===== config.mk =====
export PLATFORM = sky130hd
export DESIGN_NAME = tdr_tx_dma
export DESIGN_NICKNAME = d
export VERILOG_FILES = /design/src/rtl/tdr_pkg.sv /design/src/rtl/tdr_ring_ptr.sv /design/src/rtl/tdr_byte_unpack.sv /design/src/rtl/tdr_tx_dma.sv
export SDC_FILE = /design/constraint.sdc
export NUM_CORES = 1
export LEC_CHECK = 0
export BUFFER_PORTS_ARGS = -buffer_cell sky130_fd_sc_hd__buf_2
export CAP_MARGIN = 10
export CORE_MARGIN = 4
export CORE_UTILIZATION = 50
export DETAILED_ROUTE_END_ITERATION = 8
export GPL_TIMING_DRIVEN = 1
export PLACE_DENSITY = 0.69
export SKIP_CTS_REPAIR_TIMING = 1
export SLEW_MARGIN = 20
export SYNTH_ARGS = -nofsm -noshare
export SYNTH_HDL_FRONTEND = slang
export SYNTH_HIERARCHICAL = 1
export SYNTH_SLANG_ARGS = --single-unit

===== constraint.sdc =====
create_clock -name clk -period 4.6 [get_ports clk]
set_input_delay 0.46 -clock clk [delete_from_list [all_inputs] [get_ports clk]]
set_output_delay 0.46 -clock clk [all_outputs]
set_load 0.01 [all_outputs]

===== src/rtl/tdr_pkg.sv =====
// Package: descriptor control-word bit positions, FSM state type and the
// status write-back composer shared by the transmit ring reader.
package tdr_pkg;
    localparam int LEN_W      = 11;
    localparam int LAST_BIT   = 15;
    localparam int NOCRC_BIT  = 16;
    localparam int EXH_BIT    = 27;
    localparam int URUN_BIT   = 28;
    localparam int RETRY_BIT  = 29;
    localparam int WRAP_BIT   = 30;
    localparam int USED_BIT   = 31;

    typedef enum logic [3:0] {
        S_IDLE, S_RDC, S_WTC, S_RDA, S_WTA, S_RDW, S_WTW, S_SEND, S_NEXT, S_WB
    } tdr_state_e;

    // Build the status word written back into a frame's first descriptor.
    function automatic logic [31:0] wb_word(input logic [31:0] ctrl,
                                            input logic urun,
                                            input logic exh);
        logic [31:0] w;
        w = ctrl;
        w[EXH_BIT]   = exh;
        w[URUN_BIT]  = urun;
        w[RETRY_BIT] = 1'b0;
        w[USED_BIT]  = 1'b1;
        return w;
    endfunction
endpackage


===== src/rtl/tdr_ring_ptr.sv =====
// Ring pointer: holds the current descriptor address and the address of the
// first descriptor of the frame in progress.
// Assumes ring_base is stable while reset is applied and while busy.
module tdr_ring_ptr #(
    parameter int AW   = 32,
    parameter int STEP = 8
) (
    input  logic          clk,
    input  logic          rst_n,
    input  logic [AW-1:0] ring_base,
    input  logic          advance,
    input  logic          wrap,
    input  logic          mark_first,
    output logic [AW-1:0] cur_ptr,
    output logic [AW-1:0] first_ptr
);
    localparam logic [AW-1:0] STEP_V = AW'(STEP);

    // Step or wrap the current pointer; remember the frame's first slot.
    always_ff @(posedge clk) begin
        if (!rst_n) begin
            cur_ptr   <= ring_base;
            first_ptr <= ring_base;
        end else begin
            if (advance)
                cur_ptr <= wrap ? ring_base : cur_ptr + STEP_V;
            if (mark_first)
                first_ptr <= cur_ptr;
        end
    end
endmodule


===== src/rtl/tdr_byte_unpack.sv =====
// Byte unpacker: takes one memory word with a count of valid bytes and
// presents them lowest byte first on a valid/ready stream.
// Assumes load is only asserted while count is zero.
module tdr_byte_unpack #(
    parameter int WORD_BYTES = 4,
    localparam int DW = 8 * WORD_BYTES,
    localparam int CW = $clog2(WORD_BYTES + 1)
) (
    input  logic          clk,
    input  logic          rst_n,
    input  logic          load,
    input  logic [DW-1:0] load_word,
    input  logic [CW-1:0] load_cnt,
    input  logic          take,
    output logic [7:0]    byte_o,
    output logic          valid,
    output logic [CW-1:0] count
);
    logic [DW-1:0] shreg;

    // Load a word or shift out one byte per accepted transfer.
    always_ff @(posedge clk) begin
        if (!rst_n) begin
            shreg <= '0;
            count <= '0;
        end else if (load) begin
            shreg <= load_word;
            count <= load_cnt;
        end else if (take && count != '0) begin
            shreg <= shreg >> 8;
            count <= count - CW'(1);
        end
    end

    assign byte_o = shreg[7:0];
    assign valid  = (count != '0);
endmodule


===== src/rtl/tdr_tx_dma.sv =====
// Transmit descriptor ring reader (top). Fetches descriptors, streams buffer
// bytes, writes status into each frame's first descriptor, and handles
// start, halt, ring-dry abort and underrun recording.
// Assumes memory read data arrives one cycle after mem_rd, buffers are word
// aligned and lengths are non-zero for the last buffer of a frame.
module tdr_tx_dma
    import tdr_pkg::*;
#(
    parameter int AW = 32
) (
    input  logic          clk,
    input  logic          rst_n,
    input  logic [AW-1:0] ring_base,
    input  logic          start,
    input  logic          halt,
    input  logic          underrun_in,
    output logic          busy,
    output logic          mem_rd,
    output logic          mem_wr,
    output logic [AW-1:0] mem_addr,
    output logic [31:0]   mem_wdata,
    input  logic [31:0]   mem_rdata,
    output logic          out_valid,
    input  logic          out_ready,
    output logic [7:0]    out_data,
    output logic          out_last,
    output logic          out_nocrc
);
    localparam int WORD_BYTES = 4;
    localparam int DESC_BYTES = 2 * WORD_BYTES;
    localparam int CW         = $clog2(WORD_BYTES + 1);
    localparam logic [AW-1:0] CTRL_OFS = AW'(WORD_BYTES);

    tdr_state_e       state;
    logic             in_frame, halt_pend, urun, abort_f;
    logic             cur_last, cur_nocrc, cur_wrap;
    logic [31:0]      first_ctrl;
    logic [AW-1:2]    buf_ptr;
    logic [LEN_W-1:0] remain;
    logic [AW-1:0]    cur_ptr, first_ptr;
    logic [CW-1:0]    ub_count, load_cnt;
    logic             ub_valid, take, halt_now;
    logic             unused_rdata;

    assign unused_rdata = ^{mem_rdata[1:0]};
    assign halt_now = !in_frame && halt_pend;
    assign take     = out_valid && out_ready;
    assign load_cnt = (remain >= LEN_W'(WORD_BYTES)) ? CW'(WORD_BYTES)
                                                     : CW'(remain[1:0]);

    tdr_ring_ptr #(.AW(AW), .STEP(DESC_BYTES)) u_ptr (
        .clk        (clk),
        .rst_n      (rst_n),
        .ring_base  (ring_base),
        .advance    (state == S_NEXT),
        .wrap       (cur_wrap),
        .mark_first (state == S_WTC && !mem_rdata[USED_BIT] && !in_frame),
        .cur_ptr    (cur_ptr),
        .first_ptr  (first_ptr)
    );

    tdr_byte_unpack #(.WORD_BYTES(WORD_BYTES)) u_unpack (
        .clk       (clk),
        .rst_n     (rst_n),
        .load      (state == S_WTW),
        .load_word (mem_rdata),
        .load_cnt  (load_cnt),
        .take      (take),
        .byte_o    (out_data),
        .valid     (ub_valid),
        .count     (ub_count)
    );

    // Sequence descriptor fetches, buffer reads, streaming and write-back.
    always_ff @(posedge clk) begin
        if (!rst_n) begin
            state      <= S_IDLE;
            in_frame   <= 1'b0;
            halt_pend  <= 1'b0;
            urun       <= 1'b0;
            abort_f    <= 1'b0;
            cur_last   <= 1'b0;
            cur_nocrc  <= 1'b0;
            cur_wrap   <= 1'b0;
            first_ctrl <= '0;
            buf_ptr    <= '0;
            remain     <= '0;
        end else begin
            if (halt && state != S_IDLE)
                halt_pend <= 1'b1;
            if (underrun_in && state != S_IDLE)
                urun <= 1'b1;
            case (state)
                S_IDLE: if (start) begin
                    state     <= S_RDC;
                    urun      <= 1'b0;
                    halt_pend <= 1'b0;
                    in_frame  <= 1'b0;
                end
                S_RDC: if (halt_now) begin
                    state     <= S_IDLE;
                    halt_pend <= 1'b0;
                end else begin
                    state <= S_WTC;
                end
                S_WTC: if (mem_rdata[USED_BIT]) begin
                    if (in_frame) begin
                        state   <= S_WB;
                        abort_f <= 1'b1;
                    end else begin
                        state     <= S_IDLE;
                        halt_pend <= 1'b0;
                    end
                end else begin
                    state     <= S_RDA;
                    cur_last  <= mem_rdata[LAST_BIT];
                    cur_nocrc <= mem_rdata[NOCRC_BIT];
                    cur_wrap  <= mem_rdata[WRAP_BIT];
                    remain    <= mem_rdata[LEN_W-1:0];
                    if (!in_frame)
                        first_ctrl <= mem_rdata;
                end
                S_RDA: state <= S_WTA;
                S_WTA: begin
                    buf_ptr <= mem_rdata[AW-1:2];
                    state   <= (remain == '0) ? S_NEXT : S_RDW;
                end
                S_RDW: state <= S_WTW;
                S_WTW: begin
                    remain  <= remain - LEN_W'(load_cnt);
                    buf_ptr <= buf_ptr + 1'b1;
                    state   <= S_SEND;
                end
                S_SEND: if (ub_count == '0)
                    state <= (remain != '0) ? S_RDW : S_NEXT;
                S_NEXT: if (cur_last) begin
                    state   <= S_WB;
                    abort_f <= 1'b0;
                end else begin
                    state    <= S_RDC;
                    in_frame <= 1'b1;
                end
                S_WB: begin
                    in_frame <= 1'b0;
                    urun     <= 1'b0;
                    if (abort_f) begin
                        state     <= S_IDLE;
                        halt_pend <= 1'b0;
                    end else begin
                        state <= S_RDC;
                    end
                end
                default: state <= S_IDLE;
            endcase
        end
    end

    // Drive the memory port from the current state.
    always_comb begin
        mem_rd    = 1'b0;
        mem_wr    = 1'b0;
        mem_addr  = '0;
        mem_wdata = wb_word(first_ctrl, urun, abort_f);
        case (state)
            S_RDC: begin mem_rd = !halt_now; mem_addr = cur_ptr + CTRL_OFS; end
            S_RDA: begin mem_rd = 1'b1;      mem_addr = cur_ptr; end
            S_RDW: begin mem_rd = 1'b1;      mem_addr = {buf_ptr, 2'b00}; end
            S_WB:  begin mem_wr = 1'b1;      mem_addr = first_ptr + CTRL_OFS; end
            default: ;
        endcase
    end

    assign busy      = (state != S_IDLE);
    assign out_valid = ub_valid;
    assign out_last  = ub_valid && cur_last && remain == '0 && ub_count == CW'(1);
    assign out_nocrc = cur_nocrc;
endmodule


# Word-level counts from Yosys, hierarchy flattened
# Cells that the tools add are included.
op_classes:
  addsub: 6
  order_cmp: 1
  eq_ne: 19
  n_mux: 43
  n_bitwise: 2
  reduce_logical: 31
ops:
  columns: ["operator", "n"]
  rows:
  - ["$mux W32", 7]
  - ["$pmux W32 S4", 1]
  - ["$add A32 B3 Y32 const B", 2]
  - ["$pmux W30 S2", 1]
  - ["$pmux W4 S10", 1]
  - ["$add A32 B4 Y32 const B", 1]
  - ["$add A30 B1 Y30 const B", 1]
  - ["$mux W4", 7]
  - ["$pmux W11 S2", 1]
  - ["$eq A4 B3 Y1 const B", 4]
  - ["$mux W1", 15]
  - ["$ne A2 B2 Y1 const B", 7]
  - ["$ge A11 B3 Y1 const B", 1]
  - ["$logic_not A11 Y1", 1]
  - ["$mux W11", 1]
  - ["$reduce_bool A11 Y1", 1]
  - ["$sub A11 B3 Y11", 1]
  - ["$logic_and A1 B1 Y1", 10]
  - ["$mux W3", 3]
  - ["$eq A4 B2 Y1 const B", 2]
  - ["$eq A4 B4 Y1 const B", 2]
  - ["$reduce_bool A2 Y1", 4]
  - ["$pmux W1 S2", 3]
  - ["$reduce_and A2 Y1", 3]
  - ["16 further kinds", 22]
totals:
  register_bits: 182
  in_bits: 70
  out_inout_bits: 78
  word_cells: 117

# Depth between registers and ports, before layout
# Gate-level depths: netlist of the first run.
depth:
  depth_word: 6
  mapped_depth: 12
  mapped_depth_nobuf: 10

# By module
# Netlist of the first run, hierarchy kept.
by_module_without_submodules:
  columns: ["mod", "instances", "cells_each", "area_per_inst_um2", "seq_area_each_um2"]
  rows:
  - ["tdr_tx_dma", 1, 813, 5768.0, 1601.5]
  - ["tdr_ring_ptr", 1, 248, 3223.1, 1921.8]
  - ["tdr_byte_unpack", 1, 205, 1724.2, 700.7]

# Worst setup path before layout of the first run
# Ideal clock, no wire load.
synth_path:
  path_kind: "register to output"
  startpoint: "register state[2]"
  endpoint: "output mem_addr[10]"
  arrival_time_ps: 2563
  required_time_ps: 4140
  slack_ps: 1577
  path_stages_with_launch: 13
  path_buffers: 3
  cell_sequence: "dfxtp_1 nand4bb_1 buf_4 inv_2 buf_2 buf_1 nand2_1 nand2_1 ha_1 a21boi_0 nand2_1 xor2_1 o31ai_1"
synth_via:
  elab_chain_cells: 2
  elab_cells_between_ends: 5
  classes_between: "eq/ne (4); mux (1)"
synth_lines:
  columns: ["item", "line_no", "source"]
  rows:
  - ["start: declaration", "tdr_tx_dma.sv:34", "tdr_state_e state;"]
  - ["start signal: assignment", "tdr_tx_dma.sv:126", "state <= (remain == '0) ? S_NEXT : S_RDW;"]
  - ["start signal: assignment", "tdr_tx_dma.sv:135", "state <= (remain != '0) ? S_RDW : S_NEXT;"]
  - ["$eq A4 B4 Y1 (tied with other cells)", "tdr_tx_dma.sv:164", "case (state)"]
  - ["$pmux W32 S4 (*)", "tdr_tx_dma.sv:164", null]
  - ["end: declaration", "tdr_tx_dma.sv:20", "output logic [AW-1:0] mem_addr,"]
# Every way passes the cells marked *; elsewhere a longest branch is shown, timed or not.

# Worst setup path after layout of the first run
layout_path:
  startpoint: "register state[3]"
  endpoint: "output mem_addr[27]"
# The elaborated chain is that of the path after synthesis.

==> run summary, run 1 <==
The number of nets at the end of the flow came out at 1427. The congestion estimate from routability-driven global placement came to 0.933. In this run the cell area measured after placement is 11400 sq um. For the clock latency of the later-clocked register in the worst-skew pair, the log shows 0.44 ns. The logs give 4.14 ns for the critical path data required time and 0 for the number of failing hold endpoints at the final stage.

The total routing usage reported by global routing is 25.7%. For this design the ratio of total power to cell area is 321 nW/um^2. The tightest slew margin relative to the limit was 27.9%; the number of warnings issued by yosys was 6. The flow ran to the end, and the final reports show no timing, DRC or antenna violations. For the floorplan die area, the log shows 23800 sq um. The count of flip-flops with a built-in enable after synthesis was 64. The floorplan step set the die width to 154 microns.

The critical path starts at state[3]$_SDFFE_PN0P_. Once the floorplan was initialized, standard cells occupied 51.0% of the core. Between clock sinks in the finished design, the worst skew comes to 0.0103 ns. The start-to-end type of the worst setup path is reg -> out. The arrival time of data at the critical path endpoint is 3.63 ns. The startpoint kind of the worst setup timing path is a register.

Most common flop cell mapped by yosys: sky130_fd_sc_hd__dfxtp_1. The area growth from synthesis to layout came out at 12.1%. The synthesized area divided by synthesized cell count is 8.46 sq um. IR analysis of the VDD net gives a maximum drop of 0.248 mV.

Maximum number of pins on one net before global-route repair: 62. In this run the static leakage power is 4.35 nW. Setup violations remaining at the end of the flow were counted as 0.

In this run the number of H-tree levels came out at 4. Dividing the detail-routed wire length by the instance count gives 19.6 microns. The antenna diode instance count is 0. In the final timing run, aggregate negative setup slack is 0 ns.

For this run, the register share of the synthesized area comes to 39.4%. The vertical extent of the die was 154 microns. The root buffer cell was sky130_fd_sc_hd__clkbuf_16.

The count of buffers added on input and output ports is 145. The design draws 3.85 mW. Counting distinct cell types in the post-synthesis netlist gives 78.

The via count of the first global-routing pass was 9092. The first global-routing pass estimated 49.9 mm of wire. After synthesis, the share of flip-flops with an asynchronous set or reset is 0%. Leaving out fill and tap cells, the most frequent cell in the layout is sky130_fd_sc_hd__nand2_1.

The clock transition time at the flip-flop clock pins of the worst setup and hold paths was 0.08 ns. The origin of the worst min-delay path is mem_rdata[0]. Setup repair after global routing left no endpoint under its margin. The top cell types in the final layout, fill and taps aside, are sky130_fd_sc_hd__nand2_1 (197), sky130_fd_sc_hd__buf_2 (145), sky130_fd_sc_hd__dfxtp_1 (115). The run gives 0 as the number of antenna violations at the first check in global routing. The half-perimeter wire length after placement was 22.2 mm. The final period utilization was 88.8%; the fraction of final layout cells with drive strength greater than 1 was 18.9%. The mapped netlist covers 10700 sq um.

The tools report the max-capacitance violation count as 0. Summing all non-filler instances in the final layout gives an area of 12000 sq um. The maximum fanout along the worst path was 37.

The tools report the maximum operating frequency as 245 MHz. For this run, the detailed router's first-pass iteration total came to 7. The detailed router placed 10200 vias in this run. The run gives 17 as the number of buffers inserted during clock tree synthesis. The CTS sink count was 179.

The synthesized design contains 179 register bits. The worst hold path belongs to the class in -> reg. During I/O placement, the number of pins put on the boundary was 148.

In this run the deepest clock path goes through 2 buffers. The count of nets left with antenna violations once routing finished came out at 0. The floorplan has 53 rows. Synthesis produced a netlist whose cell count is 1266.

At the pin with the least slew margin, the transition time is 1.08 ns. The placeable core region was 21000 sq um. In this run the critical register-to-register path is launched from u_unpack/count[0]$_SDFFE_PN0P_. The run gives 32.1 mm as the wire length reported by the detailed router. The post-detailed-route DRC marker count came out at 0.

The tools report the final worst hold slack as 0.285 ns. The total congestion overflow after global routing was 0. The count of filler cells inserted in the layout was 1938; the number of DRC markers after the initial detailed-route iteration was 1057. Final max-slew violation count: 0. STA classifies the critical path endpoint as an output pin.

Dividing the detail-routed via count by the number of cells gives 6.20. The minimum clock period was 4.09 ns. TritonCTS built the clock tree.
==> cell usage after synthesis (11+ instances only) <==
master                     count  area [sq um]
sky130_fd_sc_hd__nand2_1     197           739
sky130_fd_sc_hd__dfxtp_1     115          2300
sky130_fd_sc_hd__o21ai_0     104           521
sky130_fd_sc_hd__a21oi_1      79           395
sky130_fd_sc_hd__nand3_1      76           380
sky130_fd_sc_hd__edfxtp_1     64          1920
sky130_fd_sc_hd__nor2_1       57           214
sky130_fd_sc_hd__clkbuf_1     54           203
sky130_fd_sc_hd__a22oi_1      36           270
sky130_fd_sc_hd__mux2_2       35           394
sky130_fd_sc_hd__mux2i_1      34           340
sky130_fd_sc_hd__xor2_1       30           263
sky130_fd_sc_hd__nand4_1      27           169
sky130_fd_sc_hd__nor3_1       26           130
sky130_fd_sc_hd__xnor2_1      25           219
sky130_fd_sc_hd__a211oi_1     20           150
sky130_fd_sc_hd__a31oi_1      18           113
sky130_fd_sc_hd__and3_1       18           113
sky130_fd_sc_hd__inv_1        17          63.8
sky130_fd_sc_hd__and2_1       16           100
sky130_fd_sc_hd__buf_2        16          80.1
sky130_fd_sc_hd__buf_4        16           120
sky130_fd_sc_hd__o211ai_1     16           120
sky130_fd_sc_hd__o21ai_1      11          55.1
==> final timing paths <==
path                                     end  cells after the start  slack, ns
max                             mem_addr[27]                     10       0.51
min                   remain[0]$_SDFFE_PN0P_                      3       0.29
max reg2reg  u_unpack/shreg[14]$_SDFFE_PN0P_                      8       1.38
min reg2reg       first_ctrl[4]$_SDFFE_PN0P_                      2       0.45
==> logic make-up (layout without fill, tap and decap cells) <==
kind of cell / after synthesis / after routing / synth area share [%]
simple gates: 476 / 476 / 21.6
compound gates: 351 / 351 / 20.7
flops: 179 / 179 / 39.4
buf+inv: 126 / 220 / 5.91
mux: 69 / 69 / 6.85
xor+xnor: 55 / 55 / 4.50
fa+ha+maj: 8 / 8 / 0.934
other cells: 2 / 4 / 0.0701
==> area by class of cell <==
cell class                      instances  area, sq um  area share, %
Clock inverter                         15          168           1.40
Multi-Input combinational cell        963         5880           48.9
Inverter                               23         93.8          0.781
Timing Repair Buffer                  165          876           7.29
Sequential cell                       179         4220           35.2
Clock buffer                           17          425           3.54
Tap cell                              275          344           2.87
==> per-layer routing <==
metal | up-vias | share of wire (%) | GRT usage, %
met1 | 4821 | 44 | 36.4
met3 | 66 | 8.0 | 3.61
met4 | 0 | 2.8 | 9.17
li1 | 4806 | - | -
met2 | 464 | 45 | 40.5
met5 | - | 0 | 0
==> stage by stage <==
step | setup slack [ns] | utilization, % | cells
5_1_grt | 0.343 | 57.1 | 1637
2_1_floorplan | 1.58 | - | 1268
6_report | 0.514 | 57.1 | 1637
3_5_place_dp | 1.04 | 54.3 | 1605
3_3_place_gp | 1.07 | 54.3 | 1605
4_1_cts | 0.567 | 57.1 | 1637
==> registers in the layout, summed over array words and instances, names as in the netlist <==
name             cells
abort_f              1
in_frame             1
u_unpack/count       3
halt_pend            1
cur_last             1
out_nocrc            1
u_ptr/cur_ptr       32
u_unpack/shreg      32
remain              11
urun                 1
u_ptr/first_ptr     32
buf_ptr             30
first_ctrl          28
state                4
cur_wrap             1
==> where the power goes <==
group / internal (mW) / switching, mW / total [mW] / leakage (nW)
Clock: 0.732 / 0.738 / 1.47 / 0.289
Combinational: 0.209 / 0.347 / 0.556 / 2.50
Sequential: 1.73 / 0.101 / 1.83 / 1.56
Total: 2.67 / 1.19 / 3.85 / 4.35
==> critical path: stages (launching register included) <==
cell and delay, ns:
sky130_fd_sc_hd__dfxtp_1 0.31, sky130_fd_sc_hd__buf_4 0.27, sky130_fd_sc_hd__nand4bb_1 0.18, sky130_fd_sc_hd__inv_2 0.21, sky130_fd_sc_hd__buf_4 0.45, sky130_fd_sc_hd__nand3_1 0.22, sky130_fd_sc_hd__a222oi_1 0.71, sky130_fd_sc_hd__a21bo_1 0.29
sky130_fd_sc_hd__xnor2_1 0.12, sky130_fd_sc_hd__o21ai_1 0.22, sky130_fd_sc_hd__buf_2 0.19
Note: power is estimated with default switching activity, not from simulation.
==> inputs of run 2 (changes only) <==
Settings changed: SYNTH_HIERARCHICAL 1 to unset.
==> run 2 against run 1 <==
Net effect:
- sequential share of layout area up 0.30 points
- clock power about the same
- cell count down 0.49%
- synthesized cell count up 1.3%
- largest power group unchanged
- synthesized area down 0.64%
- via count down 1.4%
- clock skew up 0.0069 ns
- worst hold slack worse by 0.016 ns
- routed wire length down 1.6%
==> run summary, run 2 <==
The cell count after synthesis is 1283 (+1.3%), and the number of ports placed on the die boundary is 148 (unchanged). The post-detailed-route DRC marker count came out at 0 (unchanged). The maximum operating frequency was 245 MHz (+0.24%). The worst clock skew was 0.0172 ns (+0.00689 ns). The largest registers in the layout are u_ptr.cur_ptr: 32 flops, u_ptr.first_ptr: 32 flops, u_unpack.shreg: 32 flops.

The share of the synthesized area in the top cell type works out to 21.6% (+0.14 points). The maximum fanout along the worst path was 31 (-16%). The tools report the relative contribution of sequential cells to total power as 45.1% (-2.3 points).

The path class of the tightest hold or removal check is in -> reg. Number of failing hold endpoints at the final stage: 0 (unchanged). The half-perimeter wire length after placement was 21.9 mm (-1.2%); the portion of the post-synthesis area used by sequential elements was 39.7% (+0.25 points). The switching power share of the total works out to 31.7% (+0.89 points). The number of nets at the end of the flow is 1421 (-0.42%).

By area the synthesized netlist is led by sky130_fd_sc_hd__dfxtp_1 (22%), sky130_fd_sc_hd__edfxtp_1 (18%), sky130_fd_sc_hd__nand2_1 (6.7%). For the number of antenna violations at the first check in global routing, the log shows 0 (unchanged). Signal routing reaches up to met4. The logs give 0 (-6) for the number of warnings issued by yosys and 0 (unchanged) for the final max-slew violation count.

Cell with the largest stage delay on the worst path: sky130_fd_sc_hd__o22ai_1. For the clock latency of the later-clocked register in the worst-skew pair, the log shows 0.44 ns (about the same). The placeable core region was 21000 sq um (-0.32%); the worst-case register-to-register setup slack was 1.62 ns (+0.24 ns).

The sum of met3 wire segment lengths after detailed routing is 2.82 mm (+10%). Minimum clock period: 4.08 ns (-0.00998 ns). Per-cell routed wire length: 19.4 microns (-1.1%). The maximum number of pins on one net before global-route repair was 62 (unchanged). The fraction of final layout cells with drive strength greater than 1 was 19.0% (+0.038 points); the last weighted congestion value of the routability-driven placer was 0.961 (+2.9%). Via count of the first global-routing pass: 9133 (+0.45%). The tools report the number of DRC markers after the initial detailed-route iteration as 1132 (+7.1%). The count of flip-flops with a built-in enable after synthesis came out at 64 (unchanged). Standard-cell row count: 53 (unchanged). The tools report the reg-to-reg critical path startpoint as state[3]$_SDFFE_PN0P_.

The number of cell instances on the worst register-to-register path is 6 (-2), and the number of different library cells in the post-synthesis netlist is 74 (-5.1%). The combined area of the multi-input logic cells was 5850 sq um (-0.55%); the max-capacitance violation count was 0 (unchanged). Leakage power of the design: 4.23 nW (-2.8%). The area of the mapped netlist was 10600 sq um (-0.64%); the hold-critical path depth was 3 (unchanged).

The signal on the critical path passes through buf_4 > nand4bb_4 > inv_2 > buf_4 > nor4_1 > o22ai_1 > a21oi_1 > xor2_1 > o21ai_0 > buf_2. The flip-flop and latch area is 4220 sq um (unchanged). The synthesized area divided by synthesized cell count was 8.30 sq um (-2.0%). The transition at the pin with the smallest max-transition slack works out to 0.921 ns (-0.159 ns). The summed area of non-filler cells in the final layout is 11900 sq um (-0.83%).

Vertical extent of the die: 154 microns (-0.30%). The run gives 179 (unchanged) as the CTS sink count. The setup slack after placement was 1.03 ns (-0.0154 ns); the maximum count of clock buffers along a single path was 2 (unchanged). The detailed-router iteration count before antenna repair was 8 (+1); the antenna diode instance count was 0 (unchanged).

The run gives 0 (unchanged) as the total congestion overflow after global routing. The width of the die is 154 microns (-0.30%). TritonCTS built the clock tree. Type of destination of the critical path: an output pin. The synthesized flop and latch total works out to 179 (unchanged). Total negative slack: 0 ns (unchanged). The worst setup path is of the reg -> out kind. By instance count, the cell type seen most on the critical path is sky130_fd_sc_hd__buf_4. The total routing usage reported by global routing was 25.9% (+0.17 points). Leaving out fill and tap cells, the most frequent cell in the layout is sky130_fd_sc_hd__nand2_1. The fraction of synthesis flops using an asynchronous set or reset pin is 0% (unchanged). The final period utilization came out at 88.6% (-0.22 points). The clock network fraction of design power was 36.5% (-1.6 points). The run gives 50.1 mm (+0.46%) as the first-pass GRT wire length. The critical path starts at state[0]$_SDFFE_PN0P_. In the synthesized netlist, the cells that appear most often are sky130_fd_sc_hd__nand2_1 (189), sky130_fd_sc_hd__dfxtp_1 (115), sky130_fd_sc_hd__nor2_1 (103). The tools report the total setup violations reported at the end of the flow as 0 (unchanged). For the number of buffers inserted during clock tree synthesis, the log shows 17 (unchanged). The tools report the root buffer cell as sky130_fd_sc_hd__clkbuf_16.

The net switching power figure came out at 1.29 mW (+9.1%). Floorplan die area: 23700 sq um (-0.61%). Critical path data required time: 4.14 ns (about the same).

Setup repair after global routing left no endpoint under its margin. The worst register-to-register path ends at u_ptr.cur_ptr[2]$_DFFE_PP_. The H-tree depth is 4 (unchanged), and the area growth from synthesis to layout is 11.9%. Detailed route wirelength on metal2: 14.3 mm (-1.8%). For the remaining number of nets flagged by the antenna check after routing, the log shows 0 (unchanged). The tools report the setup slack of the critical path after layout as 0.524 ns (+0.00998 ns). The run finished with clean final reports. For the wire length reported by the detailed router, the log shows 31.6 mm (-1.6%). The run gives 14.0 mm (-0.72%) as the met1 routed wirelength after detailed routing. The via-per-instance ratio is 6.15 (-0.93%). The tightest slew margin relative to the limit is 38.5% (+11 points). The largest incremental delay on the critical path came out at 0.63 ns (-0.08 ns). By instance count, the leading cell after synthesis is sky130_fd_sc_hd__nand2_1.

The starting density of the core is 50.8% (-0.17 points). For the arrival time of data at the critical path endpoint, the log shows 3.62 ns (about the same). Number of vias after detailed routing: 10000 (-1.4%). The maximum vdd drop was 0.237 mV (-4.3%); the clock transition time at the flip-flop clock pins of the worst setup and hold paths was 0.08 ns (about the same). The largest total area in the synthesized netlist belongs to sky130_fd_sc_hd__dfxtp_1. In this run the most critical hold path is launched from halt.

The ratio of total power to cell area works out to 343 nW/um^2 (+7.0%). Worst min-delay path endpoint: halt_pend$_SDFF_PN0_. For the internal power, the log shows 2.79 mW (+4.7%). In the synthesized netlist the dominant register cell turns out to be sky130_fd_sc_hd__dfxtp_1. The library cells used most frequently in the layout, excluding fill and tap cells, are sky130_fd_sc_hd__nand2_1 (189), sky130_fd_sc_hd__buf_2 (145), sky130_fd_sc_hd__dfxtp_1 (115).

The tools report the startpoint kind of the worst setup timing path as a register. The number of buffers inserted by port buffering was 145 (unchanged). The run gives 1992 (+2.8%) as the count of filler cells inserted in the layout. The run gives 18.5% (+4.1 points) as the combinational group share of total power. The cell area after placement was 11300 sq um (-0.88%).
run 2: cell families (layout without fill, tap and decap cells):
logic type	Yosys count	count (layout)	share of synthesized area [%]
fa+ha+maj	9	9	1.06
mux	59	59	5.97
buf+inv	138	207	5.78
other cells	2	4	0.0705
flops	179	179	39.7
compound gates	321	321	19.1
xor+xnor	63	63	5.18
simple gates	512	512	23.1
run 2: power groups by stage:
stage / registers (mW) / clock network [mW] / logic [mW]
6_report: 1.84 / 1.49 / 0.754
5_1_grt: 1.86 / 1.58 / 0.832
4_1_cts: 1.84 / 1.51 / 0.752
3_5_place_dp: 1.87 / 0 / 0.745
3_3_place_gp: 1.87 / 0 / 0.744
2_1_floorplan: 1.82 / 0 / 0.545
run 2: worst max-delay path by stage:
| stage | to | slack [ns] |
|---|---|---|
| floorplan | mem_addr[26] | 1.57 |
| global placement | mem_addr[19] | 1.07 |
| detailed placement | mem_addr[19] | 1.03 |
| CTS | mem_addr[19] | 0.56 |
| global route | mem_addr[19] | 0.31 |
| finish | mem_addr[19] | 0.52 |
run 2: final cells by class:
class / count / area share [%]
tap: 275 / 2.89
inverter: 13 / 0.410
timing repair buffer: 163 / 7.23
sequential: 179 / 35.5
multi-input combinational: 968 / 49.1
clock inverter: 13 / 1.13
clock buffer: 18 / 3.78
run 2: through the flow:
stage | std cells | power [mW] | utilization (%) | hold WS, ns
finish | 1629 | 4.09 | 56.8 | 0.269
global route | 1629 | 4.27 | 56.8 | 0.280
CTS | 1629 | 4.10 | 56.8 | 0.265
detailed placement | 1598 | 2.62 | 54.0 | 0.444
global placement | 1598 | 2.62 | 54.0 | 0.438
floorplan | 1285 | 2.36 | - | 0.431
run 2: worst max-delay path, delay by kind of cell, from the launching register on:
kind | cells | cell delay (ns)
buffers and inverters | 4 | 1.11
AO/OA/AOI/OAI | 3 | 1.02
AND/OR/NAND/NOR | 2 | 0.52
flip-flops | 1 | 0.31
XOR/XNOR | 1 | 0.19
run 2: metal layers:
metal,vias to the layer above,track usage [%]
li1,4773,-
met1,4743,37.1
met2,459,40.3
met3,38,5.46
met4,0,6.18
met5,-,0
